<file path="config.mk">
export PLATFORM = sky130hd
export DESIGN_NAME = reorder_buffer
export DESIGN_NICKNAME = d
export VERILOG_FILES = /design/src/rtl/reorder_buffer.sv
export SDC_FILE = /design/constraint.sdc
export NUM_CORES = 1
export LEC_CHECK = 0
export BUFFER_PORTS_ARGS = -buffer_cell sky130_fd_sc_hd__buf_2
export CORE_MARGIN = 1
export CORE_UTILIZATION = 50
export CTS_BUF_LIST = sky130_fd_sc_hd__clkbuf_2
export CTS_CLUSTER_DIAMETER = 40
export DETAILED_ROUTE_END_ITERATION = 6
export PLACE_DENSITY = 0.68
export SLEW_MARGIN = 25
export SYNTH_ARGS = -nofsm -noshare
export SYNTH_HDL_FRONTEND = slang
export SYNTH_SLANG_ARGS = --single-unit
</file>
<file path="constraint.sdc">
create_clock -name clk -period 5.11 [get_ports clk]
set_input_delay 0.2555 -clock clk [delete_from_list [all_inputs] [get_ports clk]]
set_output_delay 0.2555 -clock clk [all_outputs]
set_load 0.02 [all_outputs]
</file>
<file path="src/rtl/reorder_buffer.sv">
module reorder_buffer #(
  parameter int DEPTH  = 8,
  parameter int PC_W   = 32,
  parameter int DATA_W = 32,
  parameter int REG_W  = 5,
  parameter int EXC_W  = 4,
  localparam int IDX_W = $clog2(DEPTH)
) (
  input  logic              clk,
  input  logic              rst_n,
  input  logic              alloc_valid,
  input  logic [PC_W-1:0]   alloc_pc,
  input  logic [REG_W-1:0]  alloc_dst,
  input  logic              alloc_spec,
  output logic              alloc_ready,
  output logic [IDX_W-1:0]  alloc_idx,
  input  logic              cmpl_valid,
  input  logic [IDX_W-1:0]  cmpl_idx,
  input  logic [DATA_W-1:0] cmpl_data,
  input  logic [EXC_W-1:0]  cmpl_exc,
  input  logic              cmpl_mispred,
  output logic              commit_valid,
  output logic [REG_W-1:0]  commit_dst,
  output logic [DATA_W-1:0] commit_data,
  output logic [PC_W-1:0]   commit_pc,
  output logic              commit_spec,
  output logic              flush_valid,
  output logic              flush_exc,
  output logic [EXC_W-1:0]  flush_code,
  output logic [PC_W-1:0]   flush_pc
);
  localparam int PTR_W = IDX_W + 1;

  logic [DEPTH-1:0]  ent_valid, ent_done, ent_spec, ent_mis;
  logic [PC_W-1:0]   ent_pc   [DEPTH];
  logic [DATA_W-1:0] ent_data [DEPTH];
  logic [REG_W-1:0]  ent_dst  [DEPTH];
  logic [EXC_W-1:0]  ent_exc  [DEPTH];

  logic [PTR_W-1:0] head_ptr, tail_ptr, occ;
  logic [IDX_W-1:0] head_idx;
  logic             full, head_ready, head_faults, exc_flush, mis_flush;
  logic             alloc_fire, cmpl_hit;

  assign head_idx    = head_ptr[IDX_W-1:0];
  assign alloc_idx   = tail_ptr[IDX_W-1:0];
  assign occ         = tail_ptr - head_ptr;
  assign full        = (occ == PTR_W'(DEPTH));

  assign head_ready  = ent_valid[head_idx] && ent_done[head_idx];
  assign head_faults = (ent_exc[head_idx] != '0);
  assign exc_flush   = head_ready && head_faults;
  assign mis_flush   = head_ready && !head_faults && ent_mis[head_idx];

  assign commit_valid = head_ready && !head_faults;
  assign commit_dst   = ent_dst[head_idx];
  assign commit_data  = ent_data[head_idx];
  assign commit_pc    = ent_pc[head_idx];
  assign commit_spec  = ent_spec[head_idx];

  assign flush_valid = exc_flush || mis_flush;
  assign flush_exc   = exc_flush;
  assign flush_code  = ent_exc[head_idx];
  assign flush_pc    = exc_flush ? ent_pc[head_idx] : PC_W'(ent_data[head_idx]);

  assign alloc_ready = !full && !flush_valid;
  assign alloc_fire  = alloc_valid && alloc_ready;
  assign cmpl_hit    = cmpl_valid && ent_valid[cmpl_idx] && !flush_valid;

  always_ff @(posedge clk) begin
    if (!rst_n) begin
      head_ptr <= '0;
      tail_ptr <= '0;
    end else if (exc_flush) begin
      tail_ptr <= head_ptr;
    end else if (mis_flush) begin
      head_ptr <= head_ptr + 1'b1;
      tail_ptr <= head_ptr + 1'b1;
    end else begin
      if (commit_valid) head_ptr <= head_ptr + 1'b1;
      if (alloc_fire)   tail_ptr <= tail_ptr + 1'b1;
    end
  end

  always_ff @(posedge clk) begin
    if (!rst_n) begin
      ent_valid <= '0;
      ent_done  <= '0;
    end else if (flush_valid) begin
      ent_valid <= '0;
      ent_done  <= '0;
    end else begin
      if (commit_valid) begin
        ent_valid[head_idx] <= 1'b0;
        ent_done[head_idx]  <= 1'b0;
      end
      if (cmpl_hit) ent_done[cmpl_idx] <= 1'b1;
      if (alloc_fire) begin
        ent_valid[alloc_idx] <= 1'b1;
        ent_done[alloc_idx]  <= 1'b0;
      end
    end
  end

  always_ff @(posedge clk) begin
    if (alloc_fire) begin
      ent_pc[alloc_idx]   <= alloc_pc;
      ent_dst[alloc_idx]  <= alloc_dst;
      ent_spec[alloc_idx] <= alloc_spec;
      ent_exc[alloc_idx]  <= '0;
      ent_mis[alloc_idx]  <= 1'b0;
    end
    if (cmpl_hit) begin
      ent_data[cmpl_idx] <= cmpl_data;
      ent_exc[cmpl_idx]  <= cmpl_exc;
      ent_mis[cmpl_idx]  <= cmpl_mispred;
    end
  end
endmodule

</file>
==> results of run 1 <==
-- layer usage --
metal	up-vias	GRT usage (%)	wire length (microns)
met5	-	0	35
met4	6	8.36	1100
met3	102	5.63	3990
met2	531	37.5	28100
met1	6970	30.3	23300
li1	6018	-	-
-- how the worst min path moves through the flow --
stage                      to
2_1_floorplan  ent_data[0][0]
3_3_place_gp       ent_mis[5]
3_5_place_dp       ent_mis[7]
4_1_cts           ent_done[6]
5_1_grt           ent_done[6]
6_report          ent_done[4]
-- sequential cells by signal (all words and copies together) (netlist names), 8 cells and up, named ones only --
signal and cells:
ent_data 256, ent_done 8, ent_dst 40, ent_exc 32, ent_mis 8, ent_pc 256, ent_spec 8, ent_valid 8
-- layout make-up --
class,instances,area (sq um)
fillers,3672,19100
flip-flops and latches,627,18500
multi-input cells,476,6120
repair buffers,394,2950
clock buffers,215,1080
well taps,664,831
clock inverters,41,353
inverters,31,118
diodes,4,10.0
-- cells by family after synthesis --
| group | count (synthesis) | synth area share, % |
|---|---|---|
| xor gates and xnor gates | 5 | 0.236 |
| buffers and inverters | 95 | 1.55 |
| DFF | 627 | 74.0 |
| muxes | 267 | 18.9 |
| adders and majority gates | 5 | 0.251 |
| and+or+nand+nor | 121 | 2.78 |
| AOI/OAI and AO/OA | 78 | 2.32 |
-- power by group through the flow --
stage               registers [mW]  logic (mW)  clock network [mW]
finish                        5.73       0.461                3.36
global route                  5.73       0.495                3.72
CTS                           5.72       0.464                3.46
detailed placement            5.84       0.360                   0
global placement              5.84       0.351                   0
floorplan                     5.83       0.173                   0
-- worst max-delay path, delay by kind of cell, from the launching register on --
kind	cells	cell delay, ps
AOI/OAI and AO/OA	1	370
buffers and inverters	2	510
DFF	1	620
muxes	3	1250
and+or+nand+nor	1	720
-- repair_timing --
action                                  CTS  global route
gates resized for setup                   1             0
endpoints found under the setup margin    6             0
hold endpoints to repair                741             0
hold buffers                            167             0
-- synth_stat cells, drive strengths merged (3+ instances only) --
| cell type | n | area share, % |
|---|---|---|
| mux4 | 152 | 14 |
| a211oi | 9 | 0.29 |
| mux2 | 106 | 4.8 |
| nor2b | 4 | 0.10 |
| nand2 | 23 | 0.35 |
| and3 | 10 | 0.25 |
| or3 | 4 | 0.10 |
| edfxtp | 592 | 71 |
| nand2b | 11 | 0.28 |
| o41ai | 3 | 0.11 |
| xnor2 | 3 | 0.11 |
| nor4 | 3 | 0.075 |
| o31ai | 13 | 0.39 |
| dfxtp | 35 | 2.8 |
| clkbuf | 40 | 0.60 |
| or4 | 7 | 0.23 |
| nor2 | 10 | 0.15 |
| o21bai | 3 | 0.090 |
| nand4b | 4 | 0.14 |
| a21oi | 12 | 0.24 |
| o21a | 3 | 0.090 |
| nand3 | 9 | 0.18 |
| mux2i | 9 | 0.36 |
| o21ai | 11 | 0.22 |
| ha | 5 | 0.25 |
| inv | 30 | 0.45 |
| nand4 | 3 | 0.075 |
| o22ai | 3 | 0.13 |
| buf | 24 | 0.48 |
| and2 | 30 | 0.75 |
==> flow_metrics.tcl, run 1 <==
set metrics [dict create \
    synth_enable_flop_cells 592 \
    setup_ws_ps 263 \
    start_util_pct 50.9 \
    worst_slew_pin_slew_ps 991 \
    dpl.cell_count 2025 \
    port_buffers 194 \
    io_pins 195 \
    synthArstFlopShare_pct 0 \
    wirelength_microns 56500 \
    clk-insertion-delay-late_ps 1140 \
    drc 0 \
    ys_seq_elements 627 \
    fin_tns_setup_ps 0 \
    r2r_end "ent_mis[2]" \
    via_per_inst 5.56 \
    hold_start "cmpl_idx[0]" \
    crit_slowest_cell "or4_1" \
    grt_pass1_vias 14300 \
    yosysUniqueCellTypes 60 \
    fmax_mhz 206 \
    dieWidth_microns 225 \
    final_common_cell "edfxtp_1" \
    peakVddDrop_mv 0.139 \
    die_area_sq_um 50800 \
    max-cap-violations 0 \
    status "complete, no violations" \
    grt_usage_pct 23.0 \
    nets 1769 \
    cts_sinks 627 \
    postLayoutCellArea_sq_um 29900 \
    htreeDepth 4 \
    num_vias 13600 \
    swShare_pct 22.8 \
    slew_viol_final 0 \
    worstHoldPathCells 4 \
    finalPower_mw 9.55 \
    critical_path.endpoint "flush_pc[11]" \
    grt_first_pass_wirelength_microns 85000 \
    clock_skew_ps 72.3 \
    wl_per_cell_microns 23.0 \
    path_max_fanout 20 \
    final-setup-viol-count 0 \
    hpwl_microns 34600 \
    p_switching_mw 2.18 \
    p_clk_share_pct 35.2 \
    pre_cts_slack_ps 757 \
    finalNonFillerCells 2452 \
    hold_class "in2reg" \
    drive_gt1_share_pct 41.5 \
    utilization_pct 61.0 \
    cts.path.max_buffers 3 \
    path_class "reg2out" \
    die_y_microns 225 \
    whs_ps 171 \
    max-slew-margin-rel_pct 33.9 \
    post_cts_buffers 0 \
    leakage_nw 10.3 \
    cts_root_buf "clkbuf_2" \
    drt-pass1-iter-count 6 \
    gp_congestion 0.899 \
    r2r_cells 9 \
    syn_to_final_growth_pct 19.9 \
    synth.cell_area_sq_um 25000 \
    cts_tree "built" \
    r2r_setup_slack_ps 650 \
    intPower_mw 7.37 \
    grt_max_degree 108 \
    drtIter0Drc 1053 \
    row_count 81 \
    pwr-share-seq_pct 59.9 \
    cp_cell_sequence "mux4_2 -> mux2_2 -> or4_1 -> o21ai_4 -> buf_6 -> mux2_2 -> buf_2" \
    rsz0062_at_grt "false" \
    final.min_clock_period_ps 4850 \
    layout_common_cells "592 x edfxtp_1, 215 x clkbuf_2, 194 x buf_2" \
    synthCells 1198 \
    synth_fp_nets 1285 \
    antenna_found_initial 6 \
    grt-ovfl-total 0 \
    finalHoldViolations 0 \
    syn_avg_cell_area_sq_um 20.8 \
    ant_nets 0 \
    fp.coreArea_sq_um 49100 \
    combPwrFrac_pct 4.8 \
    cp-start-kind "flip-flop" \
    synth_flop_cell "edfxtp_1" \
    worstSetupEndpointType "primary output" \
    required_ps 4850 \
    cts_buffers 152 \
    fin_crit_sh_pct 94.8 \
    worstPathArrival_ps 4590 \
    ys.warnings.count 0 \
    crit_top_cell "mux2_2" \
    clk_transition_reported_paths_ps 110 \
    post_dp_cell_area_sq_um 26800 \
    slowest_delay_ps 720 \
    synth_seq_area_share_pct 74.0 \
    p_per_area_nw_per_um2 319 \
]
(Power assumes the default switching activity.)
==> run 2: changes to the inputs <==
--- a/config.mk
+++ b/config.mk
@@ -5,6 +5,7 @@
 export SDC_FILE = /design/constraint.sdc
 export NUM_CORES = 1
 export LEC_CHECK = 0
+export ABC_AREA = 1
 export BUFFER_PORTS_ARGS = -buffer_cell sky130_fd_sc_hd__buf_2
 export CORE_MARGIN = 1
 export CORE_UTILIZATION = 50
==> run 2 against run 1 <==
Worst setup slack gained 70 ps. Core utilization fell by 1.2 points. Final area grew 0.25%. Non-clock buffer count fell by 8. Via count is 38% higher. Critical path type unchanged. Largest power group unchanged. Highest routed layer unchanged.
==> flow_metrics.tcl, run 2 <==
set metrics [dict create \
    synth_common_cells "592 x edfxtp_1, 559 x nor2_1, 293 x o21ai_0, 261 x nand2_1, 83 x clkbuf_1" \
    htreeDepth 4 \
    yosysMostFrequentCell "edfxtp_1" \
    clk-insertion-delay-late_ps 1290 \
    ys.warnings.count 0 \
    layout_common_cells "592 x edfxtp_1, 559 x nor2_1, 293 x o21ai_0" \
    utilization_pct 59.8 \
    fp.coreArea_sq_um 50200 \
    cp-start-kind "flip-flop" \
    gp_congestion 0.831 \
    clock_skew_ps 67.5 \
    reg.largest.list "ent_data x256, ent_pc x256, ent_dst x40" \
    cts.path.max_buffers 3 \
    final_common_cell "edfxtp_1" \
    drtIter0Drc 1978 \
    ant_nets 0 \
    port_buffers 194 \
    fin_tns_setup_ps 0 \
    hpwl_microns 40600 \
    cts_root_buf "clkbuf_2" \
    r2r_setup_slack_ps 900 \
    synth_enable_flop_cells 592 \
    fillCellCount 4094 \
    wl_per_cell_microns 20.5 \
    p_per_area_nw_per_um2 337 \
    leakage_nw 11.4 \
    worst_slew_pin_slew_ps 1010 \
    synth_top_area_share_pct 69.8 \
    syn_avg_cell_area_sq_um 11.5 \
    synth.cell_area_sq_um 25500 \
    synth_top_cells_by_area "edfxtp_1 70%, nor2_1 8.2%, o21ai_0 5.8%" \
    num_vias 18800 \
    cts_buffers 155 \
    status "complete, no violations" \
    antenna_found_initial 6 \
    worstPathArrival_ps 4520 \
    clk_transition_reported_paths_ps 110 \
    cts_sinks 627 \
    dieWidth_microns 228 \
    ys_seq_elements 627 \
    synth_area_leader_cell "edfxtp_1" \
    slew_viol_final 0 \
    final.min_clock_period_ps 4780 \
    fmax_mhz 209 \
    synthCells 2205 \
    grt_pass1_vias 17900 \
    required_ps 4850 \
    worstHoldPathCells 7 \
    die_area_sq_um 51800 \
    grt_usage_pct 27.1 \
    post_dp_cell_area_sq_um 26900 \
    synth_flop_cell "edfxtp_1" \
    peakVddDrop_mv 0.245 \
    worstSetupEndpointType "primary output" \
    hold_start "cmpl_idx[0]" \
    max-cap-violations 0 \
    synth_fp_nets 2292 \
    hold_class "in2reg" \
    finalHoldViolations 0 \
    drt-pass1-iter-count 6 \
    die_y_microns 228 \
    fin_crit_sh_pct 93.5 \
    finalPower_mw 10.1 \
    worstHoldEndpoint "ent_done[2]" \
    path_max_fanout 86 \
    r2r_end "tail_ptr[2]" \
    rsz0062_at_grt "false" \
    grt_first_pass_wirelength_microns 104000 \
    yosysUniqueCellTypes 34 \
    nets 2706 \
    cts_tree "built" \
    via_per_inst 5.54 \
    final-setup-viol-count 0 \
    drc 0 \
    whs_ps 252 \
    io_pins 195 \
    path_class "reg2out" \
    synth_seq_area_share_pct 72.6 \
    row_count 82 \
    grt-ovfl-total 0 \
    max-slew-margin-rel_pct 32.6 \
    r2r_cells 17 \
    grt_max_degree 112 \
    start_util_pct 50.8 \
    syn_to_final_growth_pct 17.9 \
    wirelength_microns 69700 \
    postLayoutCellArea_sq_um 30000 \
    synthArstFlopShare_pct 0 \
    drive_gt1_share_pct 17.5 \
]
[run 2: changes by cell type after synthesis, sizes merged, moves of 13 or more]
cell / previous run / this run
a31oi: 1 / 69
o21ai: 11 / 295
buf: 24 / 46
nand2: 23 / 263
nor2: 10 / 563
clkbuf: 40 / 83
mux4: 152 / 0
and2: 30 / 1
nand3: 9 / 52
o22ai: 3 / 70
inv: 30 / 79
mux2: 106 / 0
o31ai: 13 / 0
[run 2: stage by stage]
step,worst slack (ps),cells
2_1_floorplan,2190,2205
3_3_place_gp,1100,2965
3_5_place_dp,1110,2965
4_1_cts,30.6,3394
5_1_grt,7.13,3397
6_report,333,3398
[run 2: worst max-delay path by stage]
stage / endpoint / cells past startpoint
2_1_floorplan: ent_dst[0][0] / 13
3_3_place_gp: ent_data[7][8] / 11
3_5_place_dp: ent_data[7][5] / 11
4_1_cts: flush_pc[21] / 8
5_1_grt: flush_pc[31] / 9
6_report: flush_pc[31] / 9
[run 2: layout make-up]
class | instances | area (sq um) | area share (%)
diodes | 3 | 7.51 | 0.0250
well taps | 672 | 841 | 2.80
inverters | 80 | 322 | 1.07
repair buffers | 386 | 2860 | 9.52
flip-flops and latches | 627 | 18500 | 61.6
clock inverters | 47 | 298 | 0.992
clock buffers | 214 | 1070 | 3.57
multi-input cells | 1369 | 6140 | 20.4
[run 2: timing repair]
action / in CTS / in global routing
hold buffers: 168 / 0
resized for setup: 3 / 1
setup buffers: 0 / 1
hold endpoints to repair: 800 / 0
setup endpoints to repair: 25 / 38
[run 2: cell families (layout without fill, tap and decap cells)]
family                   count (synthesis)  in the layout  synth area share, %
adder cells (fa/ha/maj)                  5              5                0.246
other                                    0              3                    0
XOR/XNOR                                 7              7                0.241
AND/OR/NAND/NOR                        904            904                 13.9
AO/OA/AOI/OAI                          453            453                 9.69
buffers and inverters                  209            727                 3.34
flip-flops                             627            627                 72.6
[run 2: routing by layer]
| metal | global-route usage (%) | wire length [microns] | vias up |
|---|---|---|---|
| met5 | 0 | 23 | - |
| met4 | 12.3 | 2470 | 4 |
| met3 | 7.06 | 6040 | 133 |
| met2 | 41.0 | 32300 | 888 |
| met1 | 36.8 | 28900 | 9078 |
| li1 | - | - | 8713 |
[run 2: power by group]
| part | total (mW) | internal [mW] | switching, mW |
|---|---|---|---|
| clock | 3.29 | 1.33 | 1.96 |
| sequential | 5.92 | 5.85 | 0.0624 |
| combinational | 0.908 | 0.280 | 0.628 |
| total | 10.1 | 7.46 | 2.65 |
[run 2: critical path, stage by stage, from the launching register on]
cell and delay, ps:
dfxtp_4 650, buf_4 560, buf_6 580, o21ai_0 240, o22ai_1 260, nor2_1 60, a31oi_1 270, nand2_1 220
nand2_1 130, buf_2 160
==> run 3: changes to the inputs <==
--- a/config.mk
+++ b/config.mk
@@ -12,7 +12,7 @@
 export CTS_BUF_LIST = sky130_fd_sc_hd__clkbuf_2
 export CTS_CLUSTER_DIAMETER = 40
 export DETAILED_ROUTE_END_ITERATION = 6
-export PLACE_DENSITY = 0.68
+export PLACE_DENSITY = 0.67
 export SLEW_MARGIN = 25
 export SYNTH_ARGS = -nofsm -noshare
 export SYNTH_HDL_FRONTEND = slang
==> run 3 against run 2 <==
Die area did not move. Sequential cell count did not move. Clock power is 1% lower. Largest power group unchanged.
==> flow_metrics.tcl, run 3 (synthesized netlist as in run 2, its figures left out) <==
set metrics [dict create \
    status "complete, no violations" \
    dpl.cell_count 2972 \
    fp.coreArea_sq_um 50200 \
    dieWidth_microns 228 \
    peakVddDrop_mv 0.196 \
    multi_input_area_sq_um 6140 \
    layout_common_cells "592 x edfxtp_1, 559 x nor2_1, 293 x o21ai_0" \
    via_per_inst 5.53 \
    fillCellCount 4127 \
    fin_tns_setup_ps 0 \
    row_count 82 \
    nets 2720 \
    finalNonFillerCells 3420 \
    final_common_cell "edfxtp_1" \
    num_vias 18900 \
    worst_slew_pin_slew_ps 1020 \
    cts_sinks 627 \
    grt_use_met3_pct 6.43 \
    finalHoldViolations 0 \
    drive_gt1_share_pct 18.4 \
    cp-start-kind "flip-flop" \
    hold_class "in2reg" \
    worstPathArrival_ps 4530 \
    cts.path.max_buffers 3 \
    grt_pass1_vias 18000 \
    ant_nets 0 \
    required_ps 4850 \
    cts_tree "built" \
    setup_ws_ps 324 \
    grt_first_pass_wirelength_microns 105000 \
    leakage_nw 11.5 \
    postLayoutCellArea_sq_um 30100 \
    die_area_sq_um 51800 \
    path_class "reg2out" \
    fmax_mhz 209 \
    reg.largest.list "ent_data x256, ent_pc x256, ent_dst x40" \
    hold_start "cmpl_valid" \
    port_buffers 194 \
    die_y_microns 228 \
    max-slew-margin-rel_pct 31.5 \
    fin_crit_sh_pct 93.7 \
    final-setup-viol-count 0 \
    worstSetupEndpointType "primary output" \
    utilization_pct 60.0 \
    max-cap-violations 0 \
    p_per_area_nw_per_um2 335 \
    grt-ovfl-total 0 \
    post_dp_cell_area_sq_um 27000 \
    clock_skew_ps 87.7 \
    start_util_pct 50.8 \
    gp_congestion 0.851 \
    met1_usage_pct 36.8 \
    rsz0062_at_grt "false" \
    grt_usage_pct 27.5 \
    clk-insertion-delay-late_ps 1310 \
    met2_usage_pct 43.3 \
    path_max_fanout 67 \
    grt_max_degree 241 \
    io_pins 195 \
    hpwl_microns 41200 \
    wl_per_cell_microns 20.7 \
    drt-pass1-iter-count 5 \
    regArea_sq_um 18500 \
    clk_transition_reported_paths_ps 100 \
    pre_cts_slack_ps 1270 \
    drc 0 \
    final.min_clock_period_ps 4790 \
    htreeDepth 4 \
    syn_to_final_growth_pct 18.2 \
    antenna_found_initial 7 \
    slew_viol_final 0 \
    wirelength_microns 70800 \
    cts_buffers 159 \
    top_usage_layer "met2" \
    cts_root_buf "clkbuf_2" \
    drtIter0Drc 2171 \
]
-- run 3: per-stage QoR --
stage	power, mW	hold slack, ps
floorplan	6.46	354
global placement	6.83	456
detailed placement	6.84	462
CTS	10.2	94.6
global route	10.5	186
finish	10.1	264
-- run 3: report_power, final --
group	internal (mW)	switching, mW	total [mW]
clock network	1.28	1.97	3.25
logic	0.288	0.638	0.926
registers	5.85	0.0658	5.92
-- run 3: worst paths after layout --
check | end | slack, ps | cells after the start
worst min-delay path | ent_done[7] | 260 | 5
worst min register to register | ent_mis[7] | 480 | 2
worst max-delay path | flush_pc[28] | 320 | 9
worst max register to register | ent_mis[1] | 530 | 16
-- run 3: what timing repair did --
item | 4_1_cts | 5_1_grt
endpoints found under the hold margin | 902 | 0
setup endpoints to repair | 10 | 33
setup buffers | 0 | 1
gates cloned | 0 | 1
gates resized for setup | 1 | 2
hold buffers | 170 | 0
-- run 3: worst max-delay path, cell delays in order, from the launching register on --
cell and delay (ps):
dfxtp_4 380, inv_4 520, buf_4 800, o21ai_0 210, o22ai_1 240, nor2_1 60, a31oi_1 500, nand2_1 100
nand2_1 150, buf_2 180
-- run 3: per-layer routing --
layer | vias up | part of all wire, %
li1 | 8730 | -
met4 | 4 | 2.9
met1 | 9140 | 41
met5 | - | 0.038
met3 | 126 | 8.6
met2 | 926 | 47
-- run 3: cell type report --
cell class	instances	area share (%)
clock inverter	29	0.474
tap	672	2.79
timing repair buffer	396	9.85
clock buffer	241	4.01
inverter	80	1.04
sequential	627	61.4
antenna	6	0.0499
multi-input combinational	1369	20.4
